**src/rtl/pwm_sd_pkg.sv**
```systemverilog
package pwm_sd_pkg;
  localparam int ADDR_W = 5;
  localparam logic [ADDR_W-1:0] A_CHEN = 5'h00;
  localparam logic [ADDR_W-1:0] A_LVL  = 5'h01;
  localparam logic [ADDR_W-1:0] A_CTRL = 5'h02;
  localparam logic [ADDR_W-1:0] A_PAIR = 5'h03;
  localparam logic [ADDR_W-1:0] A_PER  = 5'h08;
  localparam logic [ADDR_W-1:0] A_DUTY = 5'h10;
  // control register bit positions
  localparam int C_EN  = 0;
  localparam int C_POL = 1;
  localparam int C_RST = 2;
  localparam int C_CLR = 3;
endpackage

```
**src/rtl/pwm_sd_sync.sv**
```systemverilog
module pwm_sd_sync #(
  parameter int STAGES = 2
) (
  input  logic clk,
  input  logic rst,
  input  logic d,
  output logic q
);
  logic [STAGES-1:0] sh_q;
  always_ff @(posedge clk) begin
    if (rst) sh_q <= '0;
    else     sh_q <= {sh_q[STAGES-2:0], d};
  end
  assign q = sh_q[STAGES-1];
endmodule

```
**src/rtl/pwm_sd_pair.sv**
```systemverilog
module pwm_sd_pair #(
  parameter int CW = 8
) (
  input  logic          clk,
  input  logic          rst,
  input  logic          hold_i,
  input  logic          en_lo,
  input  logic          en_hi,
  input  logic          concat,
  input  logic [CW-1:0] per_lo,
  input  logic [CW-1:0] per_hi,
  input  logic [CW-1:0] duty_lo,
  input  logic [CW-1:0] duty_hi,
  output logic          out_lo,
  output logic          out_hi,
  output logic          wrap_lo,
  output logic          wrap_hi
);
  localparam int DW = 2 * CW;

  logic [CW-1:0] cnt_lo, cnt_hi, sp_lo, sp_hi, sd_lo, sd_hi;
  logic [DW-1:0] w_cnt, w_per, w_duty;
  logic          last_w, last_lo, last_hi;

  assign w_cnt  = {cnt_hi, cnt_lo};
  assign w_per  = {sp_hi, sp_lo};
  assign w_duty = {sd_hi, sd_lo};

  assign last_w  = (w_per <= DW'(1)) || (w_cnt == w_per - DW'(1));
  assign last_lo = (sp_lo <= CW'(1)) || (cnt_lo == sp_lo - CW'(1));
  assign last_hi = (sp_hi <= CW'(1)) || (cnt_hi == sp_hi - CW'(1));

  always_comb begin
    if (concat) begin
      out_lo  = 1'b0;
      out_hi  = en_hi && (w_cnt < w_duty);
      wrap_lo = !en_hi || last_w;
      wrap_hi = !en_hi || last_w;
    end else begin
      out_lo  = en_lo && (cnt_lo < sd_lo);
      out_hi  = en_hi && (cnt_hi < sd_hi);
      wrap_lo = !en_lo || last_lo;
      wrap_hi = !en_hi || last_hi;
    end
  end

  always_ff @(posedge clk) begin
    if (rst) begin
      cnt_lo <= '0; cnt_hi <= '0;
      sp_lo  <= '0; sp_hi  <= '0;
      sd_lo  <= '0; sd_hi  <= '0;
    end else if (!hold_i) begin
      if (concat) begin
        if (!en_hi || last_w) begin
          {cnt_hi, cnt_lo} <= '0;
          sp_lo <= per_lo;  sp_hi <= per_hi;
          sd_lo <= duty_lo; sd_hi <= duty_hi;
        end else begin
          {cnt_hi, cnt_lo} <= w_cnt + DW'(1);
        end
      end else begin
        if (!en_lo || last_lo) begin
          cnt_lo <= '0; sp_lo <= per_lo; sd_lo <= duty_lo;
        end else begin
          cnt_lo <= cnt_lo + CW'(1);
        end
        if (!en_hi || last_hi) begin
          cnt_hi <= '0; sp_hi <= per_hi; sd_hi <= duty_hi;
        end else begin
          cnt_hi <= cnt_hi + CW'(1);
        end
      end
    end
  end

  AST_HALT_FREEZE: assert property (@(posedge clk) disable iff (rst)
    hold_i |=> (w_cnt == $past(w_cnt)));

endmodule

```
**src/rtl/pwm_sd_top.sv**
```systemverilog
module pwm_sd_top
  import pwm_sd_pkg::*;
#(
  parameter int NUM_CH      = 8,
  parameter int CW          = 8,
  parameter int SYNC_STAGES = 2
) (
  input  logic              clk,
  input  logic              rst,
  input  logic              wr_en,
  input  logic [ADDR_W-1:0] wr_addr,
  input  logic [CW-1:0]     wr_data,
  input  logic              halt_i,
  input  logic              sd_pin_i,
  output logic [NUM_CH-2:0] pwm_o,
  output logic              sd_flag_o
);
  localparam int NOUT  = NUM_CH - 1;
  localparam int NPAIR = NUM_CH / 2;

  logic [NOUT-1:0]    ch_en_q, lvl_q, force_q;
  logic [NPAIR-2:0]   pair_q;
  logic [CW-1:0]      per_q  [NUM_CH];
  logic [CW-1:0]      duty_q [NUM_CH];
  logic               sd_en_q, sd_pol_q, rst_req_q, sd_act_q, flag_q;
  logic               pin_s, sd_act, ctrl_wr;
  logic [NUM_CH-1:0]  raw, wrap;

  assign ctrl_wr = wr_en && (wr_addr == A_CTRL);

  // configuration registers
  always_ff @(posedge clk) begin
    if (rst) begin
      ch_en_q  <= '0;
      lvl_q    <= '0;
      pair_q   <= '0;
      sd_en_q  <= 1'b0;
      sd_pol_q <= 1'b0;
      for (int i = 0; i < NUM_CH; i++) begin
        per_q[i]  <= '0;
        duty_q[i] <= '0;
      end
    end else if (wr_en) begin
      if (wr_addr == A_CHEN) ch_en_q <= wr_data[NOUT-1:0];
      if (wr_addr == A_LVL)  lvl_q   <= wr_data[NOUT-1:0];
      if (wr_addr == A_PAIR) pair_q  <= wr_data[NPAIR-2:0];
      if (wr_addr == A_CTRL) begin
        sd_en_q  <= wr_data[C_EN];
        sd_pol_q <= wr_data[C_POL];
      end
      for (int i = 0; i < NUM_CH; i++) begin
        if (wr_addr == A_PER  + ADDR_W'(i)) per_q[i]  <= wr_data;
        if (wr_addr == A_DUTY + ADDR_W'(i)) duty_q[i] <= wr_data;
      end
    end
  end

  // shutdown pin: input only, synchronised before use
  pwm_sd_sync #(.STAGES(SYNC_STAGES)) u_sync (
    .clk (clk),
    .rst (rst),
    .d   (sd_pin_i),
    .q   (pin_s)
  );

  assign sd_act = sd_en_q && (pin_s == sd_pol_q);

  always_ff @(posedge clk) begin
    if (rst) begin
      rst_req_q <= 1'b0;
      sd_act_q  <= 1'b0;
      flag_q    <= 1'b0;
    end else begin
      sd_act_q <= sd_act;
      if (ctrl_wr && wr_data[C_RST]) rst_req_q <= 1'b1;
      else if (force_q == '0)        rst_req_q <= 1'b0;
      if (sd_act && !sd_act_q)       flag_q <= 1'b1;
      else if (ctrl_wr && wr_data[C_CLR]) flag_q <= 1'b0;
    end
  end
  assign sd_flag_o = flag_q;

  // counter pairs; the last pair's upper channel is the shutdown pin
  for (genvar p = 0; p < NPAIR; p++) begin : g_pair
    logic cat, en_h;
    if (p == NPAIR - 1) begin : g_last
      assign cat  = 1'b0;
      assign en_h = 1'b0;
    end else begin : g_mid
      assign cat  = pair_q[p];
      assign en_h = ch_en_q[2*p+1];
    end
    pwm_sd_pair #(.CW(CW)) u_pair (
      .clk     (clk),
      .rst     (rst),
      .hold_i  (halt_i),
      .en_lo   (ch_en_q[2*p]),
      .en_hi   (en_h),
      .concat  (cat),
      .per_lo  (per_q[2*p]),
      .per_hi  (per_q[2*p+1]),
      .duty_lo (duty_q[2*p]),
      .duty_hi (duty_q[2*p+1]),
      .out_lo  (raw[2*p]),
      .out_hi  (raw[2*p+1]),
      .wrap_lo (wrap[2*p]),
      .wrap_hi (wrap[2*p+1])
    );
  end

  // forcing and registered outputs
  always_ff @(posedge clk) begin
    if (rst) begin
      force_q <= '0;
      pwm_o   <= '0;
    end else begin
      for (int i = 0; i < NOUT; i++) begin
        if (sd_act)                                force_q[i] <= 1'b1;
        else if (rst_req_q && wrap[i] && !halt_i)  force_q[i] <= 1'b0;
        pwm_o[i] <= (force_q[i] || halt_i) ? lvl_q[i] : raw[i];
      end
    end
  end

  AST_FORCED_LEVEL: assert property (@(posedge clk) disable iff (rst)
    sd_act |=> ##1 (pwm_o == $past(lvl_q)));

  AST_FLAG_ON_ENTRY: assert property (@(posedge clk) disable iff (rst)
    (sd_act && !sd_act_q) |=> sd_flag_o);

  AST_CH7_SILENT: assert property (@(posedge clk) disable iff (rst)
    (!raw[NUM_CH-1] && wrap[NUM_CH-1]));

  for (genvar i = 0; i < NOUT; i++) begin : g_chk
    AST_RELEASE_AT_WRAP: assert property (@(posedge clk) disable iff (rst)
      $fell(force_q[i]) |-> $past(wrap[i]));
    AST_HOLD_NO_RESTART: assert property (@(posedge clk) disable iff (rst)
      (force_q[i] && !rst_req_q) |=> force_q[i]);
  end

endmodule

```
**config.mk**
```make
export PLATFORM = sky130hd
export DESIGN_NAME = pwm_sd_top
export DESIGN_NICKNAME = d
export VERILOG_FILES = /design/src/rtl/pwm_sd_pkg.sv /design/src/rtl/pwm_sd_sync.sv /design/src/rtl/pwm_sd_pair.sv /design/src/rtl/pwm_sd_top.sv
export SDC_FILE = /design/constraint.sdc
export NUM_CORES = 1
export LEC_CHECK = 0
export ABC_AREA = 1
export BUFFER_PORTS_ARGS = -buffer_cell sky130_fd_sc_hd__buf_2
export CAP_MARGIN = 10
export CORE_MARGIN = 2
export CORE_UTILIZATION = 25
export CTS_BUF_LIST = sky130_fd_sc_hd__clkbuf_16
export CTS_CLUSTER_SIZE = 16
export DETAILED_ROUTE_END_ITERATION = 7
export GPL_ROUTABILITY_DRIVEN = 0
export SLEW_MARGIN = 20
export SYNTH_ARGS = -nofsm -noshare
export SYNTH_HDL_FRONTEND = slang
export SYNTH_SLANG_ARGS = --single-unit
```
**constraint.sdc**
```tcl
create_clock -name clk -period 2.1 [get_ports clk]
set_input_delay 0.21 -clock clk [delete_from_list [all_inputs] [get_ports clk]]
set_output_delay 0.21 -clock clk [all_outputs]
set_load 0.02 [all_outputs]
```
# Word level (Yosys, flattened, before mapping)
# Memories as Yosys holds them, arrays and structs flattened. A register that Yosys moved wholly into a read port is not among the register bits.
# Index checks and enable logic that the tools add are counted.
[classes]
div = 0
mux = 174
multipliers = 0
n_shift = 0
addsub = 20
n_reduce_logical = 93
n_bitwise = 17
n_eq_ne = 33
order_cmp = 20
[op_table]
columns = ["cell", "count"]
rows = [
  ["$mux 8", 71],
  ["$mux 1", 103],
  ["$add 8x1->8 const B", 7],
  ["$eq 8x8->1", 7],
  ["$le 8x1->1 const B", 7],
  ["$lt 8x8->1", 7],
  ["$sub 8x1->8 const B", 7],
  ["$add 16x1->16 const B", 3],
  ["$eq 16x16->1", 3],
  ["$le 16x1->1 const B", 3],
  ["$lt 16x16->1", 3],
  ["$sub 16x1->16 const B", 3],
  ["$eq 5x4->1 const B", 8],
  ["$eq 5x5->1 const B", 8],
  ["$reduce_bool 2->1", 15],
  ["$logic_and 1x1->1", 29],
  ["$logic_or 1x1->1", 27],
  ["$reduce_and 3->1", 6],
  ["$or 1x1->1", 16],
  ["$eq 5x2->1 const B", 2],
  ["$reduce_and 2->1", 5],
  ["$logic_not 1->1", 9],
  ["$logic_not 7->1", 1],
  ["$ne 2x1->1 const B", 3],
  ["4 further kinds", 4],
]
[word_totals]
elab_cells = 395
latch_bits = 0
ram_bits = 128
register_bits = 190
romBits = 0
n_memories = 2
[mem_list]
columns = ["name", "depth", "word_bits", "rd", "rd_clocked_by_memory_dff", "wr", "line", "rtl"]
rows = [
  ["duty_q", 8, 8, 7, 1, 8, "pwm_sd_top.sv:24", "logic [CW-1:0] duty_q [NUM_CH];"],
  ["per_q", 8, 8, 7, 1, 8, "pwm_sd_top.sv:23", "logic [CW-1:0] per_q [NUM_CH];"],
]

# Depth between registers and ports, before layout
[depth]
word_depth = 9
mapped_depth = 20
depth_no_buf = 19

# By module
# A second synthesis with hierarchy kept.
[unflattened]
hier_cells = 3145
area_unflattened_um2 = 21919.8
[modules_own_cells]
columns = ["module", "cells_each", "area_each_um2", "n_inst", "seq_area_each_um2"]
rows = [
  ["pwm_sd_pair at g_pair[0].u_pair ...", 655, 3940.0, 3, 960.9],
  ["pwm_sd_top", 535, 6154.7, 1, 4564.4],
  ["pwm_sd_pair at g_pair[2].u_pair", 639, 3890.0, 1, 960.9],
  ["pwm_sd_sync", 6, 55.1, 1, 40.0],
]

# Worst setup path after synthesis
# Ideal clock, no wire load.
[synth_timing]
path_kind = "reg-to-reg"
start = "reg g_pair[0].u_pair.sp_hi[0]"
end = "reg g_pair[0].u_pair.sp_hi[4]"
path_buffers = 1
t_arrival_ps = 2145
stages_incl_launch_ff = 11
path_slack_ps = -116
period_less_slack_ps = 2216
required_time_ps = 2030
path_cell_list = "dfxtp_1 -> inv_1 -> ha_1 -> o21ai_0 -> nor2_1 -> nor3_1 -> a21oi_4 -> nand2_2 -> buf_6 -> nand2_1 -> a21oi_1"
[synth_between]
elab_chain_cells = 6
word_cells_on_any_way = 13
cone_classes = "2 x add/sub; 2 x order compare; 3 x eq/ne; 6 x reduce/logical"
[synth_rtl]
columns = ["element", "line", "rtl"]
rows = [
  ["from (decl)", "pwm_sd_pair.sv:21", "logic [CW-1:0] cnt_lo, cnt_hi, sp_lo, sp_hi, sd_lo, sd_hi;"],
  ["from (signal assigned)", "pwm_sd_pair.sv:56", "sp_lo <= per_lo; sp_hi <= per_hi;"],
  ["$sub 16x1->16 / $sub 8x1->8 (equally long branches)", "pwm_sd_pair.sv:29, pwm_sd_pair.sv:31", ""],
  ["$eq 16x16->1 / $eq 8x8->1 (equally long branches)", "pwm_sd_pair.sv:29, pwm_sd_pair.sv:31", ""],
  ["$logic_or 1x1->1, on equally long branches", "pwm_sd_pair.sv:29, pwm_sd_pair.sv:31", ""],
  ["$logic_or 1x1->1, on equally long branches", "pwm_sd_pair.sv:54, pwm_sd_pair.sv:67", ""],
  ["$ne 2x1->1 (no line) / $reduce_bool 2->1 (equally long branches)", "--", ""],
  ["$reduce_and 3->1 (no line) (*)", "--", ""],
]
# Every way passes the cells marked *; elsewhere a longest branch is shown, timed or not.
# A chain may end at the register's enable or synchronous reset.

# Final worst setup path
[layout_timing]
start = "reg g_pair[1].u_pair.sp_lo[0]"
end = "reg g_pair[1].u_pair.sd_hi[1]"
[layout_between]
elab_chain_cells = 6
word_cells_on_any_way = 7
cone_classes = "1 x add/sub; 1 x order compare; 2 x eq/ne; 3 x reduce/logical"
[layout_rtl]
columns = ["element", "line", "rtl"]
rows = [
  ["from (decl)", "pwm_sd_pair.sv:21", ""],
  ["from (signal assigned)", "pwm_sd_pair.sv:56", ""],
  ["$sub 16x1->16", "pwm_sd_pair.sv:29", "assign last_w = (w_per <= DW'(1)) || (w_cnt == w_per - DW'(1));"],
  ["$eq 16x16->1", "pwm_sd_pair.sv:29", ""],
  ["$logic_or 1x1->1 (*)", "pwm_sd_pair.sv:29", ""],
  ["$logic_or 1x1->1 (*)", "pwm_sd_pair.sv:54", "if (!en_hi || last_w) begin"],
  ["$ne 2x1->1 (no line) (*)", "--", ""],
  ["$reduce_and 3->1 (no line) (*)", "--", ""],
  ["to (signal assigned)", "pwm_sd_pair.sv:57", "sd_lo <= duty_lo; sd_hi <= duty_hi;"],
  ["to (decl)", "pwm_sd_pair.sv:21", ""],
]
# Marked as above.

==> summary.md <==
| Metric | Value |
|---|---|
| Reg-to-reg startpoint | `g_pair[1].u_pair.sp_lo[0]` |
| Vias per cell | `roughly 4.5` |
| Core Util, Final | `34.56%` |
| Syn_area_per_cell | `7.617 sq um` |
| Worst path cell trace | `inv_2, ha_4, xnor2_1, a21oi_1, nand3_1, nor2_1, nand3_1, nor2_1, nand3_2, nand2_4, buf_12, buf_12, nand2_8, nand2_1, a21oi_2` |
| H-tree lvl count | `2` |
| FF-to-FF path depth | `15` |
| Nets | `2645` |
| Register-to-register setup slack | `-130 ps` |
| Startpoint Class | `flop` |
| Wire length per cell | `14.77 microns` |
| Fin Hold WS | `roughly 28 ps` |
| YS warnings | `0` |
| Initial Util | `approximately a quarter` |
| Max FO, Critical Path | `8` |
| Vias in the first global route | `between 10000 and 15000` |
| Period utilization | `106.4%` |
| CTS Root Buffer Type | `clkbuf_16` |
| Port Buf Inserts | `25` |
| Die H | `roughly 270 microns` |
| Max incr delay on CP | `330 ps` |
| Post-synthesis cell count | `2288` |
| Netlist Area Pre-Place | `17430 sq um` |
| P_int | `between 10 and 15 mW` |
| Violated checks | `setup timing` |
| Max_cap viols | `0` |
| Area delta synth->final | `36.47%` |
| Setup TNS Final | `-10010 ps` |
| Pre-CTS setup slack | `-238.7 ps` |
| Clock power share | `41.4%` |
| Switch share | `27.73%` |
| Fin. Hold Viols | `0` |
| Vias | `15838` |
| Crit path buf inv count | `3` |
| Worst-Skew Late Latency | `560 ps` |
| First-pass GRT wire length | `79380 microns` |
| DP Wirelength | `between 30000 and 40000 microns` |
| Filler instances | `7059` |
| Hold depth | `3` |
| Antenna viol nets, final | `0` |
| Post-synthesis sequential area ratio | `42.96%` |
| Ports | `26` |
| Reg power frac | `between 40% and 50%` |
| Rel. slew slack | `a little over two fifths` |
| Initial antenna violation count | `3` |
| Slowest cell on crit path | `dfxtp_2` |
| Critical path class | `flop to flop` |
| Placement row count | `96` |
| Area of the multi-input gates | `9878 sq um` |
| Clock buffer depth | `3` |
| Critical path endpoint category | `flop` |
| Combinational Power Share | `16.4%` |
| Hold_sp | `wr_data[7]` |
| Clock Sinks | `approximately 320` |
| TritonRoute pass-1 iters | `5` |
| Min cycle time layout | `2235 ps` |
| Fin. max-slew vios | `0` |
| Worst setup margin | `-134.9 ps` |
| FMAX | `447.5 MHz` |
| LEAKAGE | `10.12 nW` |
| DIE AREA | `71840 sq um` |
| CP delay by family, top | `simple AND/OR/NAND/NOR gates` |
| Cts bufs inserted | `38` |
| CP Data Arrival Time | `2640 ps` |
| CTS tree | `yes` |
| Status | `complete, but fails checks` |
| Hold crit path type | `primary input to flop` |
| Max VDD drop | `0.7285 mV` |
| Drt total wl | `51850 microns` |
| Number of remaining DRC errors | `0` |
| WP data required | `2510 ps` |
| R2R Path End | `g_pair[1].u_pair.sd_hi[1]` |
| Initial DRC count | `895` |
| Die width | `268.0 microns` |
| Post-synthesis cell type count | `50` |
| Gr usage total | `about 14%` |
| CTS clk-pin slew, worst paths | `60 ps` |
| Synthesized flop and latch total | `318` |
| Pwr Total | `approximately 16 mW` |
| Worst Skew | `23.55 ps` |
| Layout cells sized above 1 | `27.81%` |
| FF+latch area | `7518 sq um` |
| Slew @ Worst Pin | `around 860 ps` |
| RSZ-0062 raised after global routing | `true` |
| Hold EP | `per_q[6][7]` |
| GRT overflow | `0` |
| PD cells | `just under 700 nW/um^2` |
| Pin count of the biggest net entering global routing | `54` |
| Synthesized Nets | `2385` |
| Endpoints failing setup | `134` |
| Sw Pwr | `4.530 mW` |
| Core box area | `a little under 70000 sq um` |
==> flip-flops by register name, summed over array words and instances, names as in the netlist, 7 cells and up <==
name                  cells
g_pair.u_pair.sd_hi      24
ch_en_q                   7
g_pair.u_pair.cnt_hi     24
force_q                   7
g_pair.u_pair.cnt_lo     32
g_pair.u_pair.sd_lo      32
per_q                    56
lvl_q                     7
g_pair.u_pair.sp_lo      32
g_pair.u_pair.sp_hi      24
pwm_o                     7
duty_q                   56
==> final cells by class <==
cell class,count,share of cell area [%]
multi-input cells,1598,41.53
clock buffers,41,4.314
inverters,292,4.693
repair buffers,300,11.93
well taps,931,4.898
clock inverters,29,1.015
flip-flops and latches,318,31.61
diodes,1,0.01052
==> how the worst max path moves through the flow <==
stage | from | to | cells past startpoint
floorplan | g_pair[0].u_pair.sp_lo[0] | g_pair[0].u_pair.sd_lo[0] | 18
CTS | g_pair[0].u_pair.sp_lo[0] | g_pair[0].u_pair.sp_lo[2] | 19
global placement | g_pair[2].u_pair.sp_lo[1] | g_pair[2].u_pair.sd_lo[4] | 13
finish | g_pair[1].u_pair.sp_lo[0] | g_pair[1].u_pair.sd_hi[1] | 15
global route | g_pair[2].u_pair.sp_lo[1] | g_pair[2].u_pair.sp_lo[3] | 16
detailed placement | g_pair[2].u_pair.sp_lo[1] | g_pair[2].u_pair.sd_lo[4] | 13
==> synth_stat cells, drive strengths merged <==
master	n	area [sq um]
nand2	453	1740
nor2	349	1383
inv	287	1077
dfxtp	206	4124
nand3	196	1021
a21oi	171	885.8
edfxtp	112	3363
o21ai	92	460.4
xor2	81	709.4
ha	79	988.5
nand4	50	319.1
clkbuf	46	172.7
buf	39	245.2
xnor2	36	315.3
nor3	26	135.1
a31oi	11	68.82
nor4	9	56.30
o21a	7	52.55
or2	6	37.54
clkinv	5	18.77
nand3b	5	37.54
o2111ai	3	26.28
o211ai	3	22.52
o22ai	3	18.77
xnor3	3	67.56
a2111oi	1	8.760
a211oi	1	7.510
a21boi	1	7.510
a31o	1	8.760
mux2	1	11.26
nor2b	1	6.260
nor3b	1	7.510
o21bai	1	7.510
o31ai	1	7.510
o32ai	1	8.760
==> layer usage <==
| layer | global-route usage [%] | vias up | wire length (microns) |
|---|---|---|---|
| met5 | 0 | - | 11 |
| met4 | 3.971 | 2 | 1242 |
| met3 | 1.695 | 76 | 2358 |
| met2 | 22.47 | 360 | 23850 |
| met1 | 18.99 | 7424 | 24390 |
| li1 | - | 7976 | - |
==> power by group through the flow <==
stage | Sequential, mW | Clock [mW] | Combinational (mW)
3_5_place_dp | 6.99 | 0 | 2.20
5_1_grt | 6.93 | 7.12 | 2.95
4_1_cts | 6.87 | 6.88 | 2.37
3_3_place_gp | 6.98 | 0 | 2.18
6_report | 6.90 | 6.76 | 2.67
2_1_floorplan | 6.94 | 0 | 1.46
==> stage by stage <==
stage,cells,instance area [sq um]
floorplan,2288,17510
global placement,3377,20170
finish,3510,23780
global route,3510,23780
detailed placement,3377,20170
CTS,3484,22340
==> repair_timing <==
action	4_1_cts	5_1_grt
pin swaps	41	79
buffers inserted	21	17
resized for setup	132	304
cloned	9	8
hold buffers	8	0
endpoints found under the hold margin	15	0
setup endpoints to repair	133	173
==> placed cells by master (no fill, tap or decap), types with 48 or more instances in the layout <==
master and count:
o21ai_0 82, buf_4 205, nand2_2 74, nand3_1 160, nor2_1 295, nand4_1 49, a21oi_2 62, inv_1 269
xor2_1 77, dfxtp_1 185, a21oi_1 106, nand2_4 48, edfxtp_1 112, ha_1 70, nand2_1 327
==> cell families after synthesis <==
logic type | synth area share [%]
AND/OR/NAND/NOR | 27.22
buffers and inverters | 8.687
adder cells (fa/ha/maj) | 5.672
flip-flops | 42.96
AO/OA/AOI/OAI | 9.132
XOR/XNOR | 6.267
multiplexers | 0.06461
==> worst min-delay path, stage by stage <==
cell	delay, ps
buf_2	90
inv_1	40
nor2_1	60
No activity file was read; power rests on OpenSTA's default activity.
